==> src/rtl/scr43_pkg.sv <==
`timescale 1ns/1ps
package scr43_pkg;
  localparam int SR_LEN = 43;
  typedef logic [SR_LEN-1:0] sr_t;
  typedef enum logic {
    MODE_SCRAMBLE   = 1'b0,
    MODE_DESCRAMBLE = 1'b1
  } scr_mode_e;
endpackage

==> src/rtl/scr43_rst_sync.sv <==
`timescale 1ns/1ps
module scr43_rst_sync #(
  parameter int STAGES = 2
) (
  input  logic clk,
  input  logic rst_n,
  output logic rst_sync_n
);
  logic [STAGES-1:0] sync_q;
  logic [STAGES-1:0] sync_d;

  always_comb sync_d = {sync_q[STAGES-2:0], 1'b1};

  always_ff @(posedge clk or negedge rst_n) begin
    if (!rst_n) sync_q <= '0;
    else        sync_q <= sync_d;
  end

  assign rst_sync_n = sync_q[STAGES-1];
endmodule

==> src/rtl/scr43_bitstep.sv <==
`timescale 1ns/1ps
// One serial step of the recurrence: combine a bit with the oldest history
// bit and shift the appropriate bit into the newest position.
module scr43_bitstep
  import scr43_pkg::*;
(
  input  sr_t       st_i,
  input  logic      bit_i,
  input  scr_mode_e mode_i,
  output sr_t       st_o,
  output logic      bit_o
);
  logic fb;

  always_comb begin
    bit_o = bit_i ^ st_i[SR_LEN-1];
    fb    = (mode_i == MODE_DESCRAMBLE) ? bit_i : bit_o;
    st_o  = {st_i[SR_LEN-2:0], fb};
  end
endmodule

==> src/rtl/scr43_unroll.sv <==
`timescale 1ns/1ps
// W serial steps chained combinationally; step j consumes bit W-1-j.
module scr43_unroll
  import scr43_pkg::*;
#(
  parameter int W = 8
) (
  input  sr_t          st_i,
  input  logic [W-1:0] word_i,
  input  scr_mode_e    mode_i,
  output sr_t          st_o,
  output logic [W-1:0] word_o
);
  sr_t chain [0:W];

  assign chain[0] = st_i;

  for (genvar j = 0; j < W; j++) begin : g_step
    scr43_bitstep u_step (
      .st_i   (chain[j]),
      .bit_i  (word_i[W-1-j]),
      .mode_i (mode_i),
      .st_o   (chain[j+1]),
      .bit_o  (word_o[W-1-j])
    );
  end

  assign st_o = chain[W];
endmodule

==> src/rtl/scr43_state.sv <==
`timescale 1ns/1ps
module scr43_state
  import scr43_pkg::*;
(
  input  logic clk,
  input  logic rst_n,
  input  logic adv_i,
  input  sr_t  st_nxt_i,
  output sr_t  st_o
);
  sr_t st_q;
  sr_t st_d;

  always_comb st_d = adv_i ? st_nxt_i : st_q;

  always_ff @(posedge clk or negedge rst_n) begin
    if (!rst_n) st_q <= '0;
    else        st_q <= st_d;
  end

  assign st_o = st_q;
endmodule

==> src/rtl/scr43_outreg.sv <==
`timescale 1ns/1ps
module scr43_outreg #(
  parameter int W = 8
) (
  input  logic         clk,
  input  logic         rst_n,
  input  logic         valid_i,
  input  logic [W-1:0] proc_i,
  input  logic [W-1:0] raw_i,
  output logic         valid_o,
  output logic [W-1:0] data_o
);
  logic         valid_q;
  logic [W-1:0] data_q;
  logic [W-1:0] data_d;

  always_comb data_d = valid_i ? proc_i : raw_i;

  always_ff @(posedge clk or negedge rst_n) begin
    if (!rst_n) begin
      valid_q <= 1'b0;
      data_q  <= '0;
    end else begin
      valid_q <= valid_i;
      data_q  <= data_d;
    end
  end

  assign valid_o = valid_q;
  assign data_o  = data_q;
endmodule

==> src/rtl/payload_scrambler43.sv <==
`timescale 1ns/1ps
module payload_scrambler43
  import scr43_pkg::*;
#(
  parameter int W = 8
) (
  input  logic         clk,
  input  logic         rst_n,
  input  logic         descr_mode,
  input  logic         in_valid,
  input  logic [W-1:0] in_data,
  output logic         out_valid,
  output logic [W-1:0] out_data
);
  localparam int LOW_TOP = SR_LEN - 1 - W;

  logic         rst_sync_n;
  sr_t          st_q;
  sr_t          st_nxt;
  logic [W-1:0] word_proc;
  scr_mode_e    mode;

  assign mode = descr_mode ? MODE_DESCRAMBLE : MODE_SCRAMBLE;

  scr43_rst_sync #(.STAGES(2)) u_rst_sync (
    .clk        (clk),
    .rst_n      (rst_n),
    .rst_sync_n (rst_sync_n)
  );

  scr43_unroll #(.W(W)) u_unroll (
    .st_i   (st_q),
    .word_i (in_data),
    .mode_i (mode),
    .st_o   (st_nxt),
    .word_o (word_proc)
  );

  scr43_state u_state (
    .clk      (clk),
    .rst_n    (rst_sync_n),
    .adv_i    (in_valid),
    .st_nxt_i (st_nxt),
    .st_o     (st_q)
  );

  scr43_outreg #(.W(W)) u_outreg (
    .clk     (clk),
    .rst_n   (rst_sync_n),
    .valid_i (in_valid),
    .proc_i  (word_proc),
    .raw_i   (in_data),
    .valid_o (out_valid),
    .data_o  (out_data)
  );

  AST_VALID_FOLLOWS: assert property (@(posedge clk) disable iff (!rst_sync_n)
    in_valid |=> out_valid);
  AST_IDLE_NO_VALID: assert property (@(posedge clk) disable iff (!rst_sync_n)
    !in_valid |=> !out_valid);
  AST_IDLE_PASS: assert property (@(posedge clk) disable iff (!rst_sync_n)
    !in_valid |=> (out_data == $past(in_data)));
  AST_IDLE_HOLD: assert property (@(posedge clk) disable iff (!rst_sync_n)
    !in_valid |=> $stable(st_q));
  AST_SCR_FEEDBACK: assert property (@(posedge clk) disable iff (!rst_sync_n)
    (in_valid && !descr_mode) |=> (st_q[W-1:0] == out_data));
  AST_DSC_FEEDFWD: assert property (@(posedge clk) disable iff (!rst_sync_n)
    (in_valid && descr_mode) |=> (st_q[W-1:0] == $past(in_data)));
  AST_HIST_SHIFT: assert property (@(posedge clk) disable iff (!rst_sync_n)
    in_valid |=> (st_q[SR_LEN-1:W] == $past(st_q[LOW_TOP:0])));
endmodule

==> config.mk <==
export PLATFORM = sky130hd
export DESIGN_NAME = payload_scrambler43
export DESIGN_NICKNAME = d
export VERILOG_FILES = /design/src/rtl/scr43_pkg.sv /design/src/rtl/scr43_rst_sync.sv /design/src/rtl/scr43_bitstep.sv /design/src/rtl/scr43_unroll.sv /design/src/rtl/scr43_state.sv /design/src/rtl/scr43_outreg.sv /design/src/rtl/payload_scrambler43.sv
export SDC_FILE = /design/constraint.sdc
export NUM_CORES = 1
export LEC_CHECK = 0
export BUFFER_PORTS_ARGS = -buffer_cell sky130_fd_sc_hd__buf_2
export CAP_MARGIN = 20
export CORE_MARGIN = 3
export CORE_UTILIZATION = 40
export CTS_CLUSTER_SIZE = 40
export DETAILED_ROUTE_END_ITERATION = 6
export GPL_TIMING_DRIVEN = 0
export SLEW_MARGIN = 40
export SYNTH_ARGS = -nofsm -noshare
export SYNTH_HDL_FRONTEND = slang
export SYNTH_SLANG_ARGS = --single-unit
export TNS_END_PERCENT = 50
==> constraint.sdc <==
create_clock -name clk -period 4.4 [get_ports clk]
set_clock_uncertainty 0.2 [all_clocks]
set_input_delay 0.66 -clock clk [delete_from_list [all_inputs] [get_ports clk]]
set_output_delay 0.66 -clock clk [all_outputs]
set_load 0.02 [all_outputs]
==> impl_metrics.json <==
{
  "run_status": "completed",
  "cts_tree": "built",
  "timing_hold_violations_final": 0,
  "critical_path.startpoint_type": "flip-flop",
  "setup_repair_after_global_routing_missed_its_margin": "no",
  "fin_nets": 195,
  "cts_root_buf": "sky130_fd_sc_hd__clkbuf_8",
  "netSwitchingFraction_pct": 25.0,
  "proportion_of_power_drawn_by_combinational_gates_pct": 21.5,
  "syn-num-nets": 166,
  "overflow": 0,
  "globalRouteMet3Util_pct": 4.56,
  "cts.clk_slew.worst_paths_ns": 0.09,
  "clk_latency_ns": 0.31,
  "critical_path_depth": 1,
  "synth_enable_flop_cells": 0,
  "die_height_um": 82.3,
  "last_weighted_congestion_value_of_the_routability_driven_placer": 0.717,
  "place.detailed.hpwl_um": 2770,
  "cts-htree-levels": 2,
  "syn_area_mm2": 0.00233,
  "postRouteWirelength_um": 4170,
  "detail_route.iter0.violations": 60,
  "synth_flop_cell": "sky130_fd_sc_hd__dfrtp_1",
  "critical-path-slowest-cell": "sky130_fd_sc_hd__dfrtp_1",
  "drt_drc_violations_left": 0,
  "fin_crit_sh_pct": 38.3,
  "power.ir.vdd_worst_mv": 0.280,
  "crit_path_max_incr_delay_ns": 0.37,
  "total_of_flip_flops_plus_latches_after_synthesis": 54,
  "grt_max_degree": 28,
  "syn_avg_cell_area_um2": 15.1,
  "number_of_antenna_violations_at_the_first_check_in_global_routing": 0,
  "net_switching_power_uw": 355,
  "cts_post_setup_buffers_inserted": 0,
  "static-leakage-power_nw": 1.26,
  "synthesis.instances": 154,
  "finalCoreUtilization_pct": 48.4,
  "synth_largest_type_area_fraction_pct": 58.0,
  "yosys.cell_types.count": 16,
  "iteration_count_of_the_initial_detailed_routing_pass": 4,
  "synth_top_area_cell": "sky130_fd_sc_hd__dfrtp_1",
  "port_buffers": 20,
  "route.detailed.wl_per_inst_um": 16.3,
  "groute.layer.met1.usage_pct": 19.5,
  "crit_required_ns": 3.54,
  "hold_slack_ns": 0.0441,
  "worstPathCellList": "buf_2",
  "floorplan.initialDensity_pct": 41.8,
  "synth.yosys.warnings": 0,
  "setup_violations": 0,
  "number_of_max_cap_violations": 0,
  "globalRoute.busiestLayer": "met2",
  "grt_use_total_pct": 14.5,
  "drt-vias-per-instance": 4.88,
  "num_rows": 27,
  "timing.fmax_mhz": 594,
  "post-synth-top-count-cell": "sky130_fd_sc_hd__dfrtp_1",
  "grt_util_met2_pct": 22.8,
  "holdCritPathClass": "flip-flop to asynchronous set/reset pin",
  "antenna-diode-count": 0,
  "startpoint_to_endpoint_class_of_the_critical_path": "flip-flop to output port",
  "layout_min_cycle_time_ns": 1.68,
  "critPathArrivalTime_ns": 0.82,
  "drt.antenna.violating_nets": 0,
  "yosys-top-cells-area": "sky130_fd_sc_hd__dfrtp_1, sky130_fd_sc_hd__mux2_4, sky130_fd_sc_hd__mux2_2, sky130_fd_sc_hd__nand4bb_1, sky130_fd_sc_hd__xnor2_1",
  "placeableCoreArea_mm2": 0.00557,
  "clock-sinks": 54,
  "seq_power_share_pct": 50.6,
  "routed-via-count": 1250,
  "clkPwrFrac_pct": 27.9,
  "area_of_the_die_mm2": 0.00678,
  "areaGrowthSynthToFinish_pct": 15.7,
  "cts_bufs_inserted": 5,
  "first_pass_grt_wire_length_um": 7220,
  "power_per_cell_area_mw_per_mm2": 527,
  "power.internal_mw": 1.07,
  "floorplan.io_pins": 21,
  "synth_top_cells_by_count": "sky130_fd_sc_hd__dfrtp_1, sky130_fd_sc_hd__mux2_4, sky130_fd_sc_hd__nand2_1",
  "cp.buffers_inverters": 1,
  "chipWidth_um": 82.3,
  "clk_path_buf_depth": 2,
  "timing.critical_path.max_delay_family": "flip-flops",
  "synth-seq-area-share_pct": 58.0,
  "endpoint_kind": "output port",
  "share_of_final_layout_standard_cells_stronger_than_drive_strength_1_pct": 40.8,
  "crit_fanout": 1,
  "reg2reg_depth": 2,
  "finalMaxSlewViolations": 0,
  "synth-async-reset-ratio_pct": 100,
  "via_count_of_the_first_global_routing_pass": 1403,
  "totalNegativeSetupSlack_ns": 0
}
[cells by family after synthesis]
family / count (synthesis) / share of synthesized area (%)
flip-flops: 54 / 58.0
AO/OA/AOI/OAI: 8 / 3.54
AND/OR/NAND/NOR: 32 / 8.59
multiplexers: 35 / 21.1
other: 1 / 0.161
buffers and inverters: 16 / 5.64
XOR/XNOR: 8 / 3.01
[final cells by class]
cell class	count	area, um2
repair buffers	22	130
flip-flops and latches	54	1360
plain buffers	8	101
fillers	512	2880
clock inverters	2	60.1
multi-input cells	84	848
inverters	8	30.0
clock buffers	6	82.6
well taps	72	90.1
[path summary, 6_finish.rpt]
kind,slack (ns),startpoint,endpoint
max,2.72,u_outreg.data_o[2],out_data[2]
min,0.04,u_rst_sync.sync_q[1],u_outreg.data_o[6]
max reg2reg,3.36,u_state.st_o[39],u_state.st_o[4]
min reg2reg,0.04,u_rst_sync.sync_q[1],u_outreg.data_o[6]
max in group asynchronous,3.44,rst_n,u_rst_sync.sync_q[1]
min in group clk,0.16,u_rst_sync.sync_q[0],u_rst_sync.sync_q[1]
[placed cells by master, fill, tap and decap left out]
cell type / netlist / routed
sky130_fd_sc_hd__inv_1: 8 / 8
sky130_fd_sc_hd__o221ai_1: 6 / 6
sky130_fd_sc_hd__buf_6: 3 / 3
sky130_fd_sc_hd__mux2_4: 26 / 26
sky130_fd_sc_hd__buf_8: 1 / 1
sky130_fd_sc_hd__nand4bb_1: 8 / 8
sky130_fd_sc_hd__dfrtp_1: 54 / 53
sky130_fd_sc_hd__mux2_2: 9 / 9
sky130_fd_sc_hd__nor2b_1: 8 / 8
sky130_fd_sc_hd__buf_2: 1 / 21
sky130_fd_sc_hd__buf_12: 2 / 3
sky130_fd_sc_hd__buf_4: 1 / 1
sky130_fd_sc_hd__o221ai_2: 2 / 2
sky130_fd_sc_hd__clkbuf_8: 0 / 6
sky130_fd_sc_hd__bufinv_16: 0 / 2
sky130_fd_sc_hd__conb_1: 1 / 1
sky130_fd_sc_hd__dfrtp_4: 0 / 1
sky130_fd_sc_hd__nand2_1: 16 / 16
sky130_fd_sc_hd__xnor2_1: 8 / 8
sky130_fd_sc_hd__dlygate4sd3_1: 0 / 1
[layer usage]
metal	wire length (um)	share of wire (%)
met4	34	0.81
met2	2070	50
met5	0	0
met3	139	3.3
met1	1930	46
[flip-flops by register name (all words and copies together) (netlist names)]
signal and count:
u_outreg.data_o 8, u_state.st_o 43, u_rst_sync.sync_q 2, u_outreg.valid_o 1
[stage by stage]
step / total power, mW / instance area [um2] / setup slack, ns / std cells
after CTS: 1.45 / 2700 / 2.70 / 256
after detailed placement: 1.04 / 2540 / 2.60 / 247
after global routing: 1.51 / 2700 / 2.66 / 256
final: 1.42 / 2700 / 2.72 / 256
after global placement: 1.02 / 2520 / 2.05 / 246
after floorplan: 0.954 / 2330 / 2.59 / 154
[power by group through the flow]
stage	Combinational, mW	Clock [mW]	Sequential (mW)
CTS	0.311	0.412	0.723
detailed placement	0.307	0	0.732
global route	0.332	0.433	0.745
global placement	0.293	0	0.729
finish	0.305	0.397	0.720
floorplan	0.219	0	0.735
[repair_timing]
action                    4_1_cts  5_1_grt
resized for setup               0        0
hold endpoints to repair        2        0
hold buffers                    1        0
Power figures use the tool's default switching activity.
